--- src/rtl/wdt_pkg.sv ---
package wdt_pkg;
  localparam int DATA_W = 8;
  localparam int SEL_W  = 3;
  localparam int CNT_W  = DATA_W;

  typedef enum logic [1:0] {
    REG_CTRL   = 2'd0,
    REG_RELOAD = 2'd1,
    REG_FEED   = 2'd2,
    REG_COUNT  = 2'd3
  } wdt_addr_e;

  localparam logic [DATA_W-1:0] FEED_KEY_A = 8'hA5;
  localparam logic [DATA_W-1:0] FEED_KEY_B = 8'h5A;
endpackage

--- src/rtl/wdt_prescaler.sv ---
module wdt_prescaler #(
  parameter int BASE_DIV = 768,
  parameter int SEL_W    = 3
) (
  input  logic             clk,
  input  logic             rst_n,
  input  logic             en,
  input  logic             clr,
  input  logic [SEL_W-1:0] sel,
  output logic             tick
);
  localparam int MAX_DIV = BASE_DIV << ((1 << SEL_W) - 1);
  localparam int PRE_W   = $clog2(MAX_DIV + 1);

  logic [PRE_W-1:0] pre_q, pre_d, last;

  always_comb begin
    last = (PRE_W'(BASE_DIV) << sel) - PRE_W'(1);
    tick = en && !clr && (pre_q == last);
    if (clr)       pre_d = '0;
    else if (tick) pre_d = '0;
    else if (en)   pre_d = pre_q + PRE_W'(1);
    else           pre_d = pre_q;
  end

  always_ff @(posedge clk or negedge rst_n) begin
    if (!rst_n) pre_q <= '0;
    else        pre_q <= pre_d;
  end
endmodule

--- src/rtl/wdt_feed_seq.sv ---
module wdt_feed_seq
  import wdt_pkg::*;
(
  input  logic              clk,
  input  logic              rst_n,
  input  logic              wr_en,
  input  logic [1:0]        wr_addr,
  input  logic [DATA_W-1:0] wr_data,
  output logic              feed_done
);
  logic armed_q, armed_d;
  logic to_feed;

  always_comb begin
    to_feed   = wr_en && (wr_addr == REG_FEED);
    feed_done = to_feed && armed_q && (wr_data == FEED_KEY_B);
    armed_d   = armed_q;
    if (wr_en) armed_d = to_feed && (wr_data == FEED_KEY_A);
  end

  always_ff @(posedge clk or negedge rst_n) begin
    if (!rst_n) armed_q <= 1'b0;
    else        armed_q <= armed_d;
  end
endmodule

--- src/rtl/wdt_ctrl.sv ---
module wdt_ctrl #(
  parameter int SEL_W = 3
) (
  input  logic             clk,
  input  logic             rst_n,
  input  logic             ctrl_wr,
  input  logic [SEL_W-1:0] sel_in,
  input  logic             run_in,
  input  logic             flag_in,
  input  logic             mode_in,
  input  logic             feed_done,
  input  logic             underflow,
  output logic [SEL_W-1:0] sel_q,
  output logic             run_q,
  output logic             flag_q,
  output logic             mode_q
);
  logic [SEL_W-1:0] sel_d;
  logic run_d, flag_d, mode_d, exit_q, exit_d;

  always_comb begin
    sel_d  = sel_q;
    run_d  = run_q;
    flag_d = flag_q;
    mode_d = mode_q;
    exit_d = exit_q;
    if (ctrl_wr) begin
      sel_d = sel_in;
      run_d = run_in;
      if (!flag_in) flag_d = 1'b0;
      if (mode_in) begin
        mode_d = 1'b1;
        exit_d = 1'b0;
      end else if (mode_q) begin
        exit_d = 1'b1;
      end
    end
    if (feed_done && exit_q) begin
      mode_d = 1'b0;
      exit_d = 1'b0;
    end
    if (underflow) flag_d = 1'b1;
  end

  always_ff @(posedge clk or negedge rst_n) begin
    if (!rst_n) begin
      sel_q  <= '0;
      run_q  <= 1'b0;
      flag_q <= 1'b0;
      mode_q <= 1'b0;
      exit_q <= 1'b0;
    end else begin
      sel_q  <= sel_d;
      run_q  <= run_d;
      flag_q <= flag_d;
      mode_q <= mode_d;
      exit_q <= exit_d;
    end
  end
endmodule

--- src/rtl/wdt_downcount.sv ---
module wdt_downcount #(
  parameter int CNT_W = 8
) (
  input  logic             clk,
  input  logic             rst_n,
  input  logic             tick,
  input  logic             load,
  input  logic [CNT_W-1:0] reload,
  output logic [CNT_W-1:0] cnt_q,
  output logic             underflow
);
  logic [CNT_W-1:0] cnt_d;

  always_comb begin
    underflow = tick && !load && (cnt_q == '0);
    if (load || underflow) cnt_d = reload;
    else if (tick)         cnt_d = cnt_q - CNT_W'(1);
    else                   cnt_d = cnt_q;
  end

  always_ff @(posedge clk or negedge rst_n) begin
    if (!rst_n) cnt_q <= '1;
    else        cnt_q <= cnt_d;
  end
endmodule

--- src/rtl/wdt_core.sv ---
module wdt_core
  import wdt_pkg::*;
#(
  parameter int BASE_DIV = 768
) (
  input  logic              clk,
  input  logic              rst_n,
  input  logic              wr_en,
  input  logic [1:0]        wr_addr,
  input  logic [DATA_W-1:0] wr_data,
  input  logic [1:0]        rd_addr,
  output logic [DATA_W-1:0] rd_data,
  output logic              sys_rst_o,
  output logic              pd_inhibit_o
);
  logic             ctrl_wr, rel_wr, feed_done, tick, underflow, count_en;
  logic [SEL_W-1:0] sel_q;
  logic             run_q, flag_q, mode_q;
  logic [CNT_W-1:0] cnt_q;
  logic [DATA_W-1:0] reload_q, reload_d;
  logic             sys_rst_d;

  always_comb begin
    ctrl_wr   = wr_en && (wr_addr == REG_CTRL);
    rel_wr    = wr_en && (wr_addr == REG_RELOAD);
    count_en  = mode_q || run_q;
    reload_d  = rel_wr ? wr_data : reload_q;
    sys_rst_d = underflow && mode_q;
  end

  wdt_feed_seq feed_i (
    .clk(clk), .rst_n(rst_n), .wr_en(wr_en), .wr_addr(wr_addr),
    .wr_data(wr_data), .feed_done(feed_done)
  );

  wdt_ctrl #(.SEL_W(SEL_W)) ctrl_i (
    .clk(clk), .rst_n(rst_n), .ctrl_wr(ctrl_wr),
    .sel_in(wr_data[7:5]), .run_in(wr_data[2]), .flag_in(wr_data[1]),
    .mode_in(wr_data[0]), .feed_done(feed_done), .underflow(underflow),
    .sel_q(sel_q), .run_q(run_q), .flag_q(flag_q), .mode_q(mode_q)
  );

  wdt_prescaler #(.BASE_DIV(BASE_DIV), .SEL_W(SEL_W)) pre_i (
    .clk(clk), .rst_n(rst_n), .en(count_en), .clr(ctrl_wr || feed_done),
    .sel(sel_q), .tick(tick)
  );

  wdt_downcount #(.CNT_W(CNT_W)) cnt_i (
    .clk(clk), .rst_n(rst_n), .tick(tick), .load(feed_done),
    .reload(reload_q), .cnt_q(cnt_q), .underflow(underflow)
  );

  always_ff @(posedge clk or negedge rst_n) begin
    if (!rst_n) begin
      reload_q  <= '1;
      sys_rst_o <= 1'b0;
    end else begin
      reload_q  <= reload_d;
      sys_rst_o <= sys_rst_d;
    end
  end

  assign pd_inhibit_o = mode_q;

  always_comb begin
    case (rd_addr)
      REG_CTRL:   rd_data = {sel_q, 2'b00, run_q, flag_q, mode_q};
      REG_RELOAD: rd_data = reload_q;
      REG_COUNT:  rd_data = DATA_W'(cnt_q);
      default:    rd_data = '0;
    endcase
  end
endmodule

--- config.mk ---
export PLATFORM = sky130hd
export DESIGN_NAME = wdt_core
export DESIGN_NICKNAME = d
export VERILOG_FILES = /design/src/rtl/wdt_pkg.sv /design/src/rtl/wdt_prescaler.sv /design/src/rtl/wdt_feed_seq.sv /design/src/rtl/wdt_ctrl.sv /design/src/rtl/wdt_downcount.sv /design/src/rtl/wdt_core.sv
export SDC_FILE = /design/constraint.sdc
export NUM_CORES = 1
export LEC_CHECK = 0
export CAP_MARGIN = 10
export CELL_PAD_IN_SITES_DETAIL_PLACEMENT = 0
export CELL_PAD_IN_SITES_GLOBAL_PLACEMENT = 1
export CORE_UTILIZATION = 31
export CTS_BUF_LIST = sky130_fd_sc_hd__clkbuf_8
export DETAILED_ROUTE_END_ITERATION = 6
export PLACE_DENSITY_LB_ADDON = 0.25
export SYNTH_ARGS = -nofsm -noshare
export SYNTH_HDL_FRONTEND = slang
export SYNTH_HIERARCHICAL = 1
export SYNTH_SLANG_ARGS = --single-unit
--- constraint.sdc ---
create_clock -name clk -period 5.3 [get_ports clk]
set_clock_uncertainty 0.2 [all_clocks]
set_input_delay 1.06 -clock clk [delete_from_list [all_inputs] [get_ports clk]]
set_output_delay 1.06 -clock clk [all_outputs]
set_load 0.01 [all_outputs]
==> results of run 1 <==
layout make-up:
type                            instances  area [um2]  share of cell area, %
Timing Repair Buffer                   28         265                   8.00
Inverter                               15        56.3                   1.70
Clock buffer                            6        82.6                   2.49
Multi-Input combinational cell        227        1690                   51.0
Clock inverter                          2        12.5                  0.378
Sequential cell                        42        1070                   32.3
Tap cell                              108         135                   4.08
cell usage in the layout (no fill, tap or decap), drive strengths merged, types with 7 or more instances in the layout:
cell	netlist	final
nand2	26	26
dfrtp	26	26
clkdlybuf4s50	0	23
mux2	17	17
dfstp	16	16
a21oi	15	15
inv	14	14
nor2	13	13
nor3	10	10
nand3	10	10
mux2i	9	9
xor2	7	7
ha	7	7
o22ai	7	7
or2	7	7
o21ai	7	7
final timing paths:
kind                                             startpoint                          to  slack [ns]  cells after the start
min in group asynchronous                             rst_n   ctrl_i/exit_q$_DFFE_PN0P_        0.70                      1
worst max-delay path                                  wr_en  cnt_i/cnt_q[2]$_DFFE_PN1P_        1.09                     11
worst min-delay path              ctrl_i/exit_q$_DFFE_PN0P_   ctrl_i/mode_q$_DFFE_PN0P_        0.27                      1
max in group asynchronous                             rst_n  pre_i/pre_q[4]$_DFFE_PN0P_        3.61                      1
worst max register to register  ctrl_i/sel_q[1]$_DFFE_PN0P_  cnt_i/cnt_q[2]$_DFFE_PN1P_        1.16                     13
worst min register to register    ctrl_i/exit_q$_DFFE_PN0P_   ctrl_i/mode_q$_DFFE_PN0P_        0.27                      1
routing by layer:
| metal | track usage [%] | up-vias | part of all wire (%) |
|---|---|---|---|
| met4 | 5.17 | 0 | 1.6 |
| li1 | - | 1164 | - |
| met5 | 0 | - | 0 |
| met1 | 22.3 | 1150 | 52 |
| met3 | 1.70 | 10 | 2.6 |
| met2 | 25.1 | 40 | 44 |
logic make-up (layout without fill, tap and decap cells):
family	Yosys count	count (layout)	synth area share, %
simple gates	119	119	24.6
mux	26	26	10.2
flops	42	42	36.8
fa+ha+maj	8	8	3.35
xor+xnor	9	9	3.18
buf+inv	29	51	5.07
compound gates	65	65	16.8
worst max-delay path: stages:
cell and delay [ns]:
sky130_fd_sc_hd__clkdlybuf4s50_1 0.50, sky130_fd_sc_hd__nor3b_1 0.19, sky130_fd_sc_hd__buf_4 0.18, sky130_fd_sc_hd__or2_2 0.29, sky130_fd_sc_hd__inv_1 0.15, sky130_fd_sc_hd__nand2_1 0.25
sky130_fd_sc_hd__nor4_1 0.24, sky130_fd_sc_hd__buf_4 0.19, sky130_fd_sc_hd__nor4b_1 0.46, sky130_fd_sc_hd__a31oi_1 0.38, sky130_fd_sc_hd__mux2_2 0.37
power by group:
group	leakage, uW	switching [uW]	internal [uW]	total, uW
combinational	0.000783	130	125	254
clock	0.0000472	116	105	221
sequential	0.000503	63.2	371	435
state kept, by name, indices dropped and copies added, names as in the netlist:
signal,cells
pre_i/pre_q,17
cnt_i/cnt_q,8
reload_q,8
ctrl_i/sel_q,3
ctrl_i/exit_q,1
ctrl_i/flag_q,1
ctrl_i/mode_q,1
ctrl_i/run_q,1
feed_i/armed_q,1
sys_rst_o,1
per-stage QoR:
step	area [um2]	hold slack (ns)
2_1_floorplan	2910	0.233
3_3_place_gp	3220	0.247
3_5_place_dp	3220	0.253
4_1_cts	3310	0.264
5_1_grt	3310	0.293
6_report	3310	0.273
==> Flow_metrics.wiki, run 1 <==
{| class="wikitable"
! Metric !! Value
|-
| Number of failing hold endpoints at the final stage || 0
|-
| Number of nets in the synthesized netlist || 320
|-
| Worst rel slew slack || 37.3%
|-
| Setup Fix Bufs, Post-CTS || 0
|-
| Count of pins on the block boundary || 25
|-
| Share of Yosys cell area claimed by the top area cell type || 22.4%
|-
| Number of routed nets with antenna violations || 0
|-
| Count of TritonRoute iterations in the first routing pass || 4
|-
| Worst min path class || flip-flop to flip-flop
|-
| Overall global routing resource usage || 15.8%
|-
| Combined area of all synthesized cells || 2910 um2
|-
| Final total power || 910 uW
|-
| Critical path startpoint category || input pin
|-
| Clock period minus final worst setup slack || 4.21 ns
|-
| Via count of the first global-routing pass || 2356
|-
| Worst setup path class || input pin to flip-flop
|-
| Crit Path Max Fanout || 9
|-
| Antenna fix cells || 0
|-
| Area growth from synthesis to final layout || 13.9%
|-
| Vias per cell || 5.52
|-
| Number of max-slew violations in the final report || 0
|-
| Post-Syn Area per Cell || 9.77 um2
|-
| Synth Instances || 298
|-
| # fillers || 900
|-
| CTS hold repair buffers || 0
|-
| YS warnings || 6
|-
| Clock edge transition at the registers on the reported setup and hold paths || 0.09 ns
|-
| Endpoint kind of the worst setup timing path || flip-flop
|-
| Number of cells upsized or downsized after cts || 0
|-
| Share of the clock period used by the worst path after layout || 79.5%
|-
| Number of sinks on the clock net || 42
|-
| Total gr overflow || 0
|-
| Setup slack after placement || 0.798 ns
|-
| Effective utilization at floorplan || 32.7%
|-
| Master cell of the clock root buffer || sky130_fd_sc_hd__clkbuf_8
|-
| DRC Markers || 0
|-
| Leading register cell type out of synthesis || sky130_fd_sc_hd__dfrtp_1
|-
| Maximum number of pins on one net before global-route repair || 43
|-
| Die Span X || 98.9 um
|-
| Total vias in the final route || 2364
|-
| Port Buffer Count || 24
|-
| Vertical die dimension || 98.9 um
|-
| Share of final-layout standard cells stronger than drive strength 1 || 19.7%
|-
| Result of the run || finished, final reports clean
|-
| Placement row count || 34
|-
| Setup-violating endpoint count in the final report || 0
|-
| Setup repair after global routing missed its margin || no
|-
| Leakage Power || 0.00133 uW
|-
| Number of storage elements in the synthesis netlist || 42
|-
| Initial antenna violation count || 0
|-
| Total number of H-tree levels || 2
|-
| Top post-synthesis cells by area || sky130_fd_sc_hd__dfrtp_1 22%, sky130_fd_sc_hd__dfstp_2 14%, sky130_fd_sc_hd__mux2_2 5.0%
|-
| Power per cell area || 274 nW/um2
|-
| Most area-hungry cell type in the Yosys netlist || sky130_fd_sc_hd__dfrtp_1
|-
| Worst Max-Slew Pin Slew || 0.941 ns
|-
| Overall die area || 9780 um2
|-
| Setup slack after layout || 1.09 ns
|-
| Post-layout utilization of the core || 37.3%
|-
| Count of nets after finishing || 341
|-
| Sequential share of the synthesized area || 36.8%
|-
| Accumulated negative setup slack || 0 ns
|-
| Wire length of the first global-routing pass || 12100 um
|-
| Final weighted congestion in routability-driven placement || 0.765
|-
| Arrival time worst endpoint || 4.25 ns
|-
| Peak supply drop || 0.155 mV
|-
| Avg WL per Cell || 16.6 um
|-
| Cell total after placement || 420
|-
| Share of synthesized flip-flops with an asynchronous set or reset || 100%
|-
| Core Region || 8890 um2
|-
| Post-layout instance count excluding filler cells || 428
|-
| Clock insertion delay at the later pin of the skew report || 0.30 ns
|-
| Worst endpoint required time || 5.34 ns
|-
| Max clock buf depth || 2
|-
| Number of enable-type register cells in the synthesized netlist || 0
|-
| Number of distinct standard cells referenced by the synthesized netlist || 70
|-
| WL final || 7130 um
|-
| Initial detailed-routing violation count || 123
|-
| Max-cap viol count || 0
|-
| Half-perimeter wire length of the detailed placement result || 5270 um
|-
| CTS tree || built
|-
| Peak clock frequency supported by timing || 237 MHz
|-
| Commonest cells in the synthesized netlist || 26 x sky130_fd_sc_hd__dfrtp_1, 26 x sky130_fd_sc_hd__nand2_1, 16 x sky130_fd_sc_hd__dfstp_2, 15 x sky130_fd_sc_hd__a21oi_1, 14 x sky130_fd_sc_hd__inv_1
|-
| Number of buffers created by CTS || 5
|}
(Power assumes the default switching activity.)
==> run 2: changes to the inputs <==
==> constraint.sdc (replaced) <==
create_clock -name clk -period 3.5 [get_ports clk]
set_clock_uncertainty 0.2 [all_clocks]
set_input_delay 0.7 -clock clk [delete_from_list [all_inputs] [get_ports clk]]
set_output_delay 0.7 -clock clk [all_outputs]
set_load 0.01 [all_outputs]
==> run 2 against run 1 <==
Compared with the run above:
- non-clock buffer count grew 36
- design area up 12%
- routed wire length grew 5.7%
- register-to-register slack worse by 1.0 ns
==> Flow_metrics.wiki, run 2 (synthesis results as in run 1) <==
{| class="wikitable"
! Metric !! Value
|-
| Area growth from synthesis to final layout || 27.9%
|-
| Post-layout instance count excluding filler cells || 464
|-
| Effective utilization at floorplan || 32.7%
|-
| Number of routed nets with antenna violations || 0
|-
| FF/Latch Area || 1070 um2
|-
| Met1 demand-to-capacity share in global routing || 21.3%
|-
| Overall global routing resource usage || 16.6%
|-
| Share of the clock period used by the worst path after layout || 96.8%
|-
| Port Buffer Count || 24
|-
| Result of the run || finished, final reports clean
|-
| Global-route met3 utilization || 3.55%
|-
| Number of failing hold endpoints at the final stage || 0
|-
| Vias per cell || 5.37
|-
| WL final || 7530 um
|-
| Vertical die dimension || 98.9 um
|-
| Clock period minus final worst setup slack || 3.39 ns
|-
| Final total power || 1620 uW
|-
| Worst rel slew slack || 35.3%
|-
| # fillers || 879
|-
| Largest registers || pre_i/pre_q (17), cnt_i/cnt_q (8), reload_q (8)
|-
| Total area of multi-input combinational cells || 1780 um2
|-
| Critical-path cell list || inv_2, ha_4, nand2b_4, ha_4, nand2_2, or3_4, nand4_1, nand3_2, nor4_4, buf_4, or4b_4, o31a_1, o32a_1
|-
| Total vias in the final route || 2493
|-
| Placement row count || 34
|-
| Clock edge transition at the registers on the reported setup and hold paths || 0.09 ns
|-
| Most common cell after layout, fill and taps aside || sky130_fd_sc_hd__buf_4
|-
| Count of nets after finishing || 377
|-
| Number of sinks on the clock net || 42
|-
| Peak clock frequency supported by timing || 295 MHz
|-
| DRC Markers || 0
|-
| Max-cap viol count || 0
|-
| Worst min path class || flip-flop to flip-flop
|-
| Master cell of the clock root buffer || sky130_fd_sc_hd__clkbuf_8
|-
| Number of flip-flops in the largest register || 17
|-
| Overall die area || 9780 um2
|-
| Worst endpoint required time || 3.53 ns
|-
| Count of TritonRoute iterations in the first routing pass || 4
|-
| Worst setup path class || flip-flop to flip-flop
|-
| Via count of the first global-routing pass || 2546
|-
| Setup-violating endpoint count in the final report || 0
|-
| Wire length of the first global-routing pass || 12700 um
|-
| Max clock buf depth || 2
|-
| Crit-path slowest cell || sky130_fd_sc_hd__or4b_4
|-
| Clock insertion delay at the later pin of the skew report || 0.30 ns
|-
| Number of max-slew violations in the final report || 0
|-
| Most frequent cells in the layout || 40 x sky130_fd_sc_hd__buf_4, 25 x sky130_fd_sc_hd__nand2_1, 25 x sky130_fd_sc_hd__dfrtp_1
|-
| Critical path's most frequent cell || sky130_fd_sc_hd__ha_4
|-
| Share of final-layout standard cells stronger than drive strength 1 || 31.7%
|-
| Peak-usage layer in the global routing report || met2
|-
| Worst path max stage delay || 0.49 ns
|-
| Count of pins on the block boundary || 25
|-
| Crit Path Max Fanout || 5
|-
| Die Span X || 98.9 um
|-
| Leakage Power || 0.00156 uW
|-
| Number of buffers created by CTS || 5
|-
| Global-route track usage on met2 || 28.6%
|-
| Core Region || 8890 um2
|-
| Antenna fix cells || 0
|-
| Power per cell area || 435 nW/um2
|-
| Worst Max-Slew Pin Slew || 0.971 ns
|-
| Initial detailed-routing violation count || 43
|-
| Half-perimeter wire length of the detailed placement result || 5520 um
|-
| Total number of H-tree levels || 2
|-
| Avg WL per Cell || 16.2 um
|-
| Post-layout utilization of the core || 41.9%
|-
| Arrival time worst endpoint || 3.42 ns
|-
| Final weighted congestion in routability-driven placement || 0.756
|-
| Cell total after placement || 452
|-
| Endpoint kind of the worst setup timing path || flip-flop
|-
| Critical path startpoint category || flip-flop
|-
| CTS tree || built
|-
| Top reg by flops || pre_i/pre_q
|-
| Initial antenna violation count || 0
|-
| Peak supply drop || 0.186 mV
|-
| Maximum number of pins on one net before global-route repair || 43
|-
| Total gr overflow || 0
|}
## run 2: worst paths after layout
check | start | endpoint | slack [ns] | depth (start not counted)
min reg2reg | ctrl_i/exit_q$_DFFE_PN0P_ | ctrl_i/mode_q$_DFFE_PN0P_ | 0.27 | 1
max reg2reg | ctrl_i/sel_q[1]$_DFFE_PN0P_ | cnt_i/cnt_q[7]$_DFFE_PN1P_ | 0.11 | 13
min | ctrl_i/exit_q$_DFFE_PN0P_ | ctrl_i/mode_q$_DFFE_PN0P_ | 0.27 | 1
max | ctrl_i/sel_q[1]$_DFFE_PN0P_ | cnt_i/cnt_q[7]$_DFFE_PN1P_ | 0.11 | 13
max in group asynchronous | rst_n | ctrl_i/sel_q[1]$_DFFE_PN0P_ | 2.10 | 1
min in group asynchronous | rst_n | pre_i/pre_q[16]$_DFFE_PN0P_ | 0.35 | 1
## run 2: worst max-delay path, delay by kind of cell, from the launching register on
kind | cells | cell delay (ns)
DFF | 1 | 0.45
adders and majority gates | 2 | 0.33
AOI/OAI and AO/OA | 2 | 0.55
and+or+nand+nor | 7 | 1.53
buffers and inverters | 2 | 0.26
## run 2: cell type report
| type | instances | share of cell area, % |
|---|---|---|
| clock inverters | 3 | 1.85 |
| inverters | 15 | 1.51 |
| clock buffers | 5 | 1.85 |
| flip-flops and latches | 42 | 28.8 |
| multi-input cells | 227 | 47.8 |
| well taps | 108 | 3.63 |
| repair buffers | 64 | 14.5 |
## run 2: report_power, final
| group | internal (uW) | total, uW | switching [uW] | leakage, uW |
|---|---|---|---|---|
| logic | 260 | 500 | 240 | 0.000988 |
| clock network | 286 | 478 | 192 | 0.0000683 |
| registers | 563 | 642 | 79.1 | 0.000502 |
| total | 1110 | 1620 | 510 | 0.00156 |
## run 2: per-layer routing
| metal | up-vias | wire length (um) |
|---|---|---|
| met5 | - | 0 |
| met4 | 0 | 28 |
| met3 | 2 | 205 |
| met2 | 42 | 3640 |
| met1 | 1221 | 3650 |
| li1 | 1228 | - |
## run 2: repair_timing
item                                    in CTS  in global routing
pin swaps                                    1                  9
endpoints found under the hold margin        0                  0
gates resized for setup                      1                 13
endpoints found under the setup margin       2                 10
setup buffers                                1                  3
hold buffers                                 0                  0
## run 2: per-stage QoR
stage                     worst slack (ns)  hold WS, ns  setup TNS (ns)  instance area, um2
final                                0.111        0.267               0                3720
after global routing               -0.0178        0.295         -0.0221                3720
after CTS                           0.0190        0.270               0                3650
after floorplan                     0.0238        0.204               0                2950
after detailed placement            -0.257        0.256           -1.51                3500
after global placement              -0.157        0.241          -0.859                3500
